$ cat src/rtl/evt_irq_pkg.sv
package evt_irq_pkg;

    localparam int unsigned SRC_COUNT   = 4;
    localparam int unsigned REG_DATA_W  = 16;
    localparam int unsigned REG_ADDR_W  = 2;
    localparam int unsigned FIELD_LSB   = 8;

    localparam logic [REG_ADDR_W-1:0] ADDR_STATUS = 2'd0;
    localparam logic [REG_ADDR_W-1:0] ADDR_MASK   = 2'd1;

    typedef enum logic [1:0] {
        SEL_NONE   = 2'd0,
        SEL_STATUS = 2'd1,
        SEL_MASK   = 2'd2
    } reg_sel_e;

endpackage

$ cat src/rtl/evt_irq_sync.sv
module evt_irq_sync #(
    parameter int unsigned W = 4
) (
    input  logic         clk_i,
    input  logic         rst_ni,
    input  logic [W-1:0] async_i,
    output logic [W-1:0] sync_o
);

    typedef struct packed {
        logic [W-1:0] meta;
        logic [W-1:0] stable;
    } sync_state_t;

    sync_state_t st_d, st_q;

    always_comb begin
        st_d        = st_q;
        st_d.meta   = async_i;
        st_d.stable = st_q.meta;
    end

    always_ff @(posedge clk_i or negedge rst_ni) begin
        if (!rst_ni) begin
            st_q <= '0;
        end else begin
            st_q <= st_d;
        end
    end

    assign sync_o = st_q.stable;

endmodule

$ cat src/rtl/evt_irq_capture.sv
module evt_irq_capture #(
    parameter int unsigned W = 4
) (
    input  logic         clk_i,
    input  logic         rst_ni,
    input  logic [W-1:0] level_i,
    input  logic         clear_i,
    output logic [W-1:0] event_o,
    output logic [W-1:0] status_o
);

    typedef struct packed {
        logic [W-1:0] last;
        logic [W-1:0] pend;
    } cap_state_t;

    cap_state_t   st_d, st_q;
    logic [W-1:0] chg;

    // one change detector per source line
    for (genvar g = 0; g < W; g++) begin : g_det
        assign chg[g] = level_i[g] ^ st_q.last[g];
    end

    always_comb begin
        st_d      = st_q;
        st_d.last = level_i;
        if (clear_i) begin
            st_d.pend = chg;          // new events win over the clear
        end else begin
            st_d.pend = st_q.pend | chg;
        end
    end

    always_ff @(posedge clk_i or negedge rst_ni) begin
        if (!rst_ni) begin
            st_q <= '0;
        end else begin
            st_q <= st_d;
        end
    end

    assign event_o  = chg;
    assign status_o = st_q.pend;

endmodule

$ cat src/rtl/evt_irq_regs.sv
module evt_irq_regs
    import evt_irq_pkg::*;
#(
    parameter int unsigned W      = SRC_COUNT,
    parameter int unsigned DATA_W = REG_DATA_W,
    parameter int unsigned ADDR_W = REG_ADDR_W,
    parameter int unsigned LSB    = FIELD_LSB,
    parameter logic [ADDR_W-1:0] STAT_ADDR = ADDR_STATUS,
    parameter logic [ADDR_W-1:0] MSK_ADDR  = ADDR_MASK
) (
    input  logic              clk_i,
    input  logic              rst_ni,
    input  logic [ADDR_W-1:0] addr_i,
    input  logic              wr_i,
    input  logic              rd_i,
    input  logic [DATA_W-1:0] wdata_i,
    input  logic [W-1:0]      status_i,
    output logic              clear_o,
    output logic [W-1:0]      mask_o,
    output logic [DATA_W-1:0] rdata_o
);

    localparam logic [DATA_W-1:0] FIELD_BITS = {{(DATA_W-W){1'b0}}, {W{1'b1}}} << LSB;

    typedef struct packed {
        logic [W-1:0]      mask;
        logic [DATA_W-1:0] rdata;
    } reg_state_t;

    reg_state_t st_d, st_q;
    reg_sel_e   sel;
    logic       unused_wdata;

    assign unused_wdata = ^(wdata_i & ~FIELD_BITS);

    always_comb begin
        if (addr_i == STAT_ADDR) begin
            sel = SEL_STATUS;
        end else if (addr_i == MSK_ADDR) begin
            sel = SEL_MASK;
        end else begin
            sel = SEL_NONE;
        end
    end

    always_comb begin
        st_d = st_q;
        if (wr_i && sel == SEL_MASK) begin
            st_d.mask = wdata_i[LSB +: W];
        end
        if (rd_i) begin
            st_d.rdata = '0;
            unique case (sel)
                SEL_STATUS: st_d.rdata[LSB +: W] = status_i;
                SEL_MASK:   st_d.rdata[LSB +: W] = st_q.mask;
                default:    st_d.rdata = '0;
            endcase
        end
    end

    always_ff @(posedge clk_i or negedge rst_ni) begin
        if (!rst_ni) begin
            st_q <= '0;
        end else begin
            st_q <= st_d;
        end
    end

    assign clear_o = rd_i && (sel == SEL_STATUS);
    assign mask_o  = st_q.mask;
    assign rdata_o = st_q.rdata;

endmodule

$ cat src/rtl/evt_irq_ctrl.sv
module evt_irq_ctrl
    import evt_irq_pkg::*;
#(
    parameter int unsigned NUM_SRC = SRC_COUNT,
    parameter int unsigned DATA_W  = REG_DATA_W,
    parameter int unsigned ADDR_W  = REG_ADDR_W,
    parameter int unsigned LSB     = FIELD_LSB
) (
    input  logic              clk_i,
    input  logic              rst_ni,
    input  logic [NUM_SRC-1:0] src_i,
    input  logic [ADDR_W-1:0] reg_addr_i,
    input  logic              reg_wr_i,
    input  logic              reg_rd_i,
    input  logic [DATA_W-1:0] reg_wdata_i,
    output logic [DATA_W-1:0] reg_rdata_o,
    output logic              irq_o
);

    localparam int unsigned FIELD_TOP = LSB + NUM_SRC;

    if (FIELD_TOP > DATA_W) begin : g_bad_field
        initial $error("status field does not fit the data word");
    end

    logic [NUM_SRC-1:0] level_w;
    logic [NUM_SRC-1:0] event_w;
    logic [NUM_SRC-1:0] status_w;
    logic [NUM_SRC-1:0] mask_w;
    logic               clear_w;

    evt_irq_sync #(.W(NUM_SRC)) u_sync (
        .clk_i   (clk_i),
        .rst_ni  (rst_ni),
        .async_i (src_i),
        .sync_o  (level_w)
    );

    evt_irq_capture #(.W(NUM_SRC)) u_cap (
        .clk_i    (clk_i),
        .rst_ni   (rst_ni),
        .level_i  (level_w),
        .clear_i  (clear_w),
        .event_o  (event_w),
        .status_o (status_w)
    );

    evt_irq_regs #(
        .W      (NUM_SRC),
        .DATA_W (DATA_W),
        .ADDR_W (ADDR_W),
        .LSB    (LSB)
    ) u_regs (
        .clk_i    (clk_i),
        .rst_ni   (rst_ni),
        .addr_i   (reg_addr_i),
        .wr_i     (reg_wr_i),
        .rd_i     (reg_rd_i),
        .wdata_i  (reg_wdata_i),
        .status_i (status_w),
        .clear_o  (clear_w),
        .mask_o   (mask_w),
        .rdata_o  (reg_rdata_o)
    );

    assign irq_o = |(status_w & ~mask_w);

endmodule

$ cat config.mk
export PLATFORM = sky130hd
export DESIGN_NAME = evt_irq_ctrl
export DESIGN_NICKNAME = d
export VERILOG_FILES = /design/src/rtl/evt_irq_pkg.sv /design/src/rtl/evt_irq_sync.sv /design/src/rtl/evt_irq_capture.sv /design/src/rtl/evt_irq_regs.sv /design/src/rtl/evt_irq_ctrl.sv
export SDC_FILE = /design/constraint.sdc
export NUM_CORES = 1
export LEC_CHECK = 0
export CAP_MARGIN = 20
export CORE_ASPECT_RATIO = 1.4
export CORE_UTILIZATION = 43
export CTS_BUF_LIST = sky130_fd_sc_hd__clkbuf_8
export DETAILED_ROUTE_END_ITERATION = 8
export PLACE_DENSITY = 0.82
export SYNTH_ARGS = -nofsm -noshare
export SYNTH_HDL_FRONTEND = slang
export SYNTH_SLANG_ARGS = --single-unit
$ cat constraint.sdc
create_clock -name clk_i -period 1 [get_ports clk_i]
set_input_delay 0.15 -clock clk_i [delete_from_list [all_inputs] [get_ports clk_i]]
set_output_delay 0.15 -clock clk_i [all_outputs]
set_load 0.1 [all_outputs]
# --- Yosys cells after proc, flatten, opt, wreduce, memory -nomap -nowiden ---
# Index checks and enable logic that the tools add are counted.
word_totals:
  out_inout_bits: 17
  in_bits: 26
  reg_bits: 24
  word_cells: 24
classes:
  n_eq_ne: 3
  muxes: 4
  bitwise: 7
  n_reduce_logical: 4
op_table:
  columns: ["cell", "n"]
  rows:
  - ["4-bit one-hot mux with 2 select lines", 1]
  - ["4-bit bitwise AND", 1]
  - ["2-bit by 1-bit equality test with 1-bit output, second input constant", 2]
  - ["2-bit 2-to-1 mux", 2]
  - ["4-bit 2-to-1 mux", 1]
  - ["4-bit inverter", 1]
  - ["4-bit OR", 1]
  - ["4-bit OR reduction", 1]
  - ["1-bit bitwise XOR", 4]
  - ["2-bit equality test, second input constant", 1]
  - ["1-bit logical AND", 2]
  - ["2-bit zero test", 1]

# --- Depth between registers and ports, before layout ---
logic_depth:
  word_depth: 6
  depth_mapped: 3
  mapped_depth_nobuf: 2

# --- Cells and area by module ---
# Synthesis repeated with hierarchy kept, for this count alone.
unflattened:
  cells_unflattened: 75
  area_unflattened_um2: 1016.0
modules_own_cells:
  columns: ["mod", "cells_per_inst", "n_inst", "seq_area_each_um2", "area_per_inst_um2"]
  rows:
  - ["evt_irq_regs", 41, 1, 200.2, 479.2]
  - ["evt_irq_capture", 21, 1, 200.2, 299.0]
  - ["evt_irq_sync", 8, 1, 200.2, 200.2]
  - ["evt_irq_ctrl", 5, 1, 0.0, 37.5]

# --- Worst setup path after synthesis ---
# No wires, ideal clock.
synth_timing:
  kind: "reg-to-output"
  startpoint: "register u_cap.st_q, in the netlist u_cap.status_o[2]"
  endpoint: "output irq_o"
  n_path_buf: 0
  path_slack_ns: -1.057
  stages_incl_launch_ff: 3
  t_arrival_ns: 1.907
  required_time_ns: 0.850
  cell_sequence: "dfrtp_1 > inv_1 > o2111ai_1"
synth_between:
  elab_chain_cells: 2
synth_rtl:
  columns: ["element", "line_no", "rtl"]
  rows:
  - ["from (decl)", "evt_irq_capture.sv:17", "cap_state_t st_d, st_q;"]
  - ["from (signal assigned)", "evt_irq_capture.sv:39", "st_q <= st_d;"]
  - ["4-bit bitwise AND", "evt_irq_ctrl.sv:66", "assign irq_o = |(status_w & ~mask_w);"]
  - ["4-bit OR reduction", "evt_irq_ctrl.sv:66", null]
  - ["to (decl)", "evt_irq_ctrl.sv:17", "output logic irq_o"]
# Every way passes these cells.

# --- Worst setup path in the final report ---
layout_timing:
  startpoint: "register u_regs.st_q, in the netlist u_regs.mask_o[2]"
  endpoint: "output irq_o"
layout_between:
  elab_chain_cells: 3
layout_rtl:
  columns: ["element", "line_no", "rtl"]
  rows:
  - ["from (decl)", "evt_irq_regs.sv:30", "reg_state_t st_d, st_q;"]
  - ["from (signal assigned)", "evt_irq_regs.sv:65", "st_q <= st_d;"]
  - ["4-bit inverter", "evt_irq_ctrl.sv:66", null]
  - ["4-bit bitwise AND", "evt_irq_ctrl.sv:66", null]
  - ["4-bit OR reduction", "evt_irq_ctrl.sv:66", null]
# Every way passes these cells.

==> qor.txt <==
Total chip power - 2800 uW
Count of unique library cells instantiated by Yosys - 14
Routed wire length per instance - 13.3 um
Number of buffers between clock root and the deepest sink - 2
Sw Pwr - 882 uW
Number of instances in the synthesized netlist - 73
Core region area - 2150 um^2
Post-synthesis instance area - 982 um^2
Post-Synth Adder-Cell Area - 0%
Worst hold path class - input pin to asynchronous set/reset pin
Layout cell share with drive strength beyond 1 - 33.7%
Multi-input logic area - 332 um^2
Height of the die - 58.6 um
Unrepaired setup endpoints after global routing - yes
Leakage dissipation - 0.000677 uW
Number of clock buffers inserted by TritonCTS - 3
Worst setup EP type - primary output
Violated checks - negative setup slack
Final number of max-transition violations - 0
Worst Setup Slack, final - -0.275 ns
Initial antenna violation count - 0
Post-layout min period - 1.27 ns
Post-route non-filler standard cell count - 126
Simple-gate portion of the synthesized area - 5.86%
Internal cell power - 1920 uW
Endpoint required time on the critical path - 0.85 ns
Part of the Yosys area used for sequential elements - 61.1%
IO buf count - 18
XOR/XNOR share of the synthesized area - 3.57%
Final GP Congestion - 0.851
Depth of the CTS H-tree - 1
Synth Area in Compound Gates - 5.48%
Total wirelength of the detailed-routed design - 1.68 mm
Avg Synthesized Cell Area - 13.5 um^2
Post-Route Hold Slack - 0.227 ns
Antenna fix cells - 0
Clock slew at reported path FFs - 0.08 ns
Share of total power in the clock network - 29.3%
Area Overhead vs Synth - 41.4%
1st-pass router iterations - 2
# setup viols final - 5
# placed instances - 121
CP startpoint kind - flop
Post-synthesis register bit count - 24
Synthesis warning total - 0
Dominant combinational cell family by area after synthesis - buffers and inverters
Comb power frac - 30.5%
Drc violations - 0
Maximum number of pins on one net before global-route repair - 25
First-pass GRT wire length - 2.58 mm
Share of synthesized area spent on multiplexers - 10.2%
Power density over the cells - 2020 nW/um^2
CTS tree - done
Count of endpoints failing hold in the final timing report - 0
Starting Density - 45.6%
Routed via count divided by cell count - 4.77
Final Cycle Share - 127%
Vias in the first global route - 592
Result of the run - complete, but fails checks
Vias - 601
TritonCTS Sinks - 24
Remaining antenna violation count after routing - 0
Detailed router's first-iteration violation count - 4
Detailed placer's ending HPWL - 1.27 mm
IR drop worst, VDD - 1020 uV
Area taken by flip-flops and latches - 606 um^2
Number of nets in the final layout - 131
I/O pin cnt - 43
Global-route total usage across every layer - 14.7%
Fmax - 785 MHz
Setup Skew - 0.00534 ns
Number of core rows - 20
Start-to-end type of the worst setup path - flop to primary output
Clk_lat worst skew - 0.26 ns
Total overflow reported by the global router - 0
Max Fanout on Critical Path - 2
Utilization of the core after routing - 64.5%
Worst EP arrival - 1.12 ns
Root Buffer - sky130_fd_sc_hd__clkbuf_8
Filler cells - 160
Number of max-cap violations - 0
Path depth of the worst reg2reg path - 3
Die X - 42.4 um
Switch share - 31.5%
Sequential share of power - 40.2%
Die area - 2480 um^2
[cells in the mapped netlist]
master,number,area (um^2)
sky130_fd_sc_hd__dfrtp_1,24,601
sky130_fd_sc_hd__mux2i_1,4,40.0
sky130_fd_sc_hd__o22ai_1,4,25.0
sky130_fd_sc_hd__o21ai_0,4,20.0
sky130_fd_sc_hd__nand2b_1,4,25.0
sky130_fd_sc_hd__mux2_4,4,60.1
sky130_fd_sc_hd__conb_1,1,3.75
sky130_fd_sc_hd__nand3b_4,1,20.0
sky130_fd_sc_hd__inv_1,8,30.0
sky130_fd_sc_hd__buf_6,1,11.3
sky130_fd_sc_hd__buf_4,12,90.1
sky130_fd_sc_hd__xnor2_1,4,35.0
sky130_fd_sc_hd__nor3b_2,1,12.5
sky130_fd_sc_hd__o2111ai_1,1,8.76
[state kept, by name, summed over array words and instances, names as in the netlist]
| name | cells |
|---|---|
| u_sync.sync_o | 4 |
| u_regs.rdata_o | 4 |
| u_sync.st_d | 4 |
| u_cap.status_o | 4 |
| u_regs.mask_o | 4 |
| u_cap.st_q | 4 |
[worst max-delay path: stages, from the launching register on]
cell	delay, ns
sky130_fd_sc_hd__dfrtp_1	0.41
sky130_fd_sc_hd__o2111ai_4	0.24
sky130_fd_sc_hd__buf_12	0.21
[path summary, 6_finish.rpt]
check	startpoint	to	slack (ns)
min reg2reg	u_sync.st_d[2]	u_sync.sync_o[2]	0.35
max	u_regs.mask_o[2]	irq_o	-0.27
min in group clk_i	src_i[2]	u_sync.st_d[2]	0.31
min	rst_ni	u_regs.rdata_o[10]	0.23
max reg2reg	u_cap.status_o[0]	u_regs.rdata_o[8]	0.05
max in group asynchronous	rst_ni	u_regs.rdata_o[9]	0.61
[what timing repair did]
item	4_1_cts	5_1_grt
gates resized for setup	5	1
hold buffers	0	0
pin swaps	1	1
setup buffers	1	0
endpoints found under the hold margin	0	0
setup endpoints to repair	13	5
[power by group through the flow]
stage | Sequential [uW] | Clock, uW | Combinational [uW]
after floorplan | 1270 | 0 | 430
after global placement | 1140 | 0 | 813
after detailed placement | 1140 | 0 | 825
after CTS | 1130 | 843 | 845
after global routing | 1140 | 889 | 885
final | 1130 | 821 | 855
[placed cells by master (no fill, tap or decap), types with 2 or more instances in the layout]
master / count
sky130_fd_sc_hd__nand2b_4: 3
sky130_fd_sc_hd__o21ai_0: 4
sky130_fd_sc_hd__mux2_4: 4
sky130_fd_sc_hd__dfrtp_2: 4
sky130_fd_sc_hd__mux2i_1: 4
sky130_fd_sc_hd__dlygate4sd2_1: 2
sky130_fd_sc_hd__buf_12: 6
sky130_fd_sc_hd__dfrtp_1: 20
sky130_fd_sc_hd__conb_1: 12
sky130_fd_sc_hd__clkbuf_8: 3
sky130_fd_sc_hd__o22ai_1: 4
sky130_fd_sc_hd__inv_1: 7
sky130_fd_sc_hd__buf_4: 10
sky130_fd_sc_hd__xnor2_1: 4
sky130_fd_sc_hd__clkdlybuf4s50_1: 11
[final cells by class]
class	instances	share of cell area (%)
clock buffer	3	2.97
clock inverter	1	2.16
inverter	8	2.16
multi-input combinational	39	23.9
sequential	24	43.6
tap	22	1.98
timing repair buffer	29	23.2
[per-layer routing]
metal	global-route usage, %	part of all wire (%)
met1	16.3	34
met2	23.3	55
met3	3.99	4.9
met4	12.5	6.1
met5	0	0
[through the flow]
stage          setup slack (ns)  setup TNS (ns)  cell area (um^2)
3_5_place_dp             -0.350           -3.65              1290
3_3_place_gp             -0.312           -3.19              1290
2_1_floorplan            -0.151          -0.151              1050
4_1_cts                  -0.294          -0.391              1380
5_1_grt                  -0.311          -0.488              1390
6_report                 -0.275          -0.338              1390
[kinds of logic after synthesis]
kind of cell / Yosys count
flops: 24
other cells: 1
buf+inv: 21
simple gates: 6
mux: 8
compound gates: 9
xor+xnor: 4
Power figures use the tool's default switching activity.
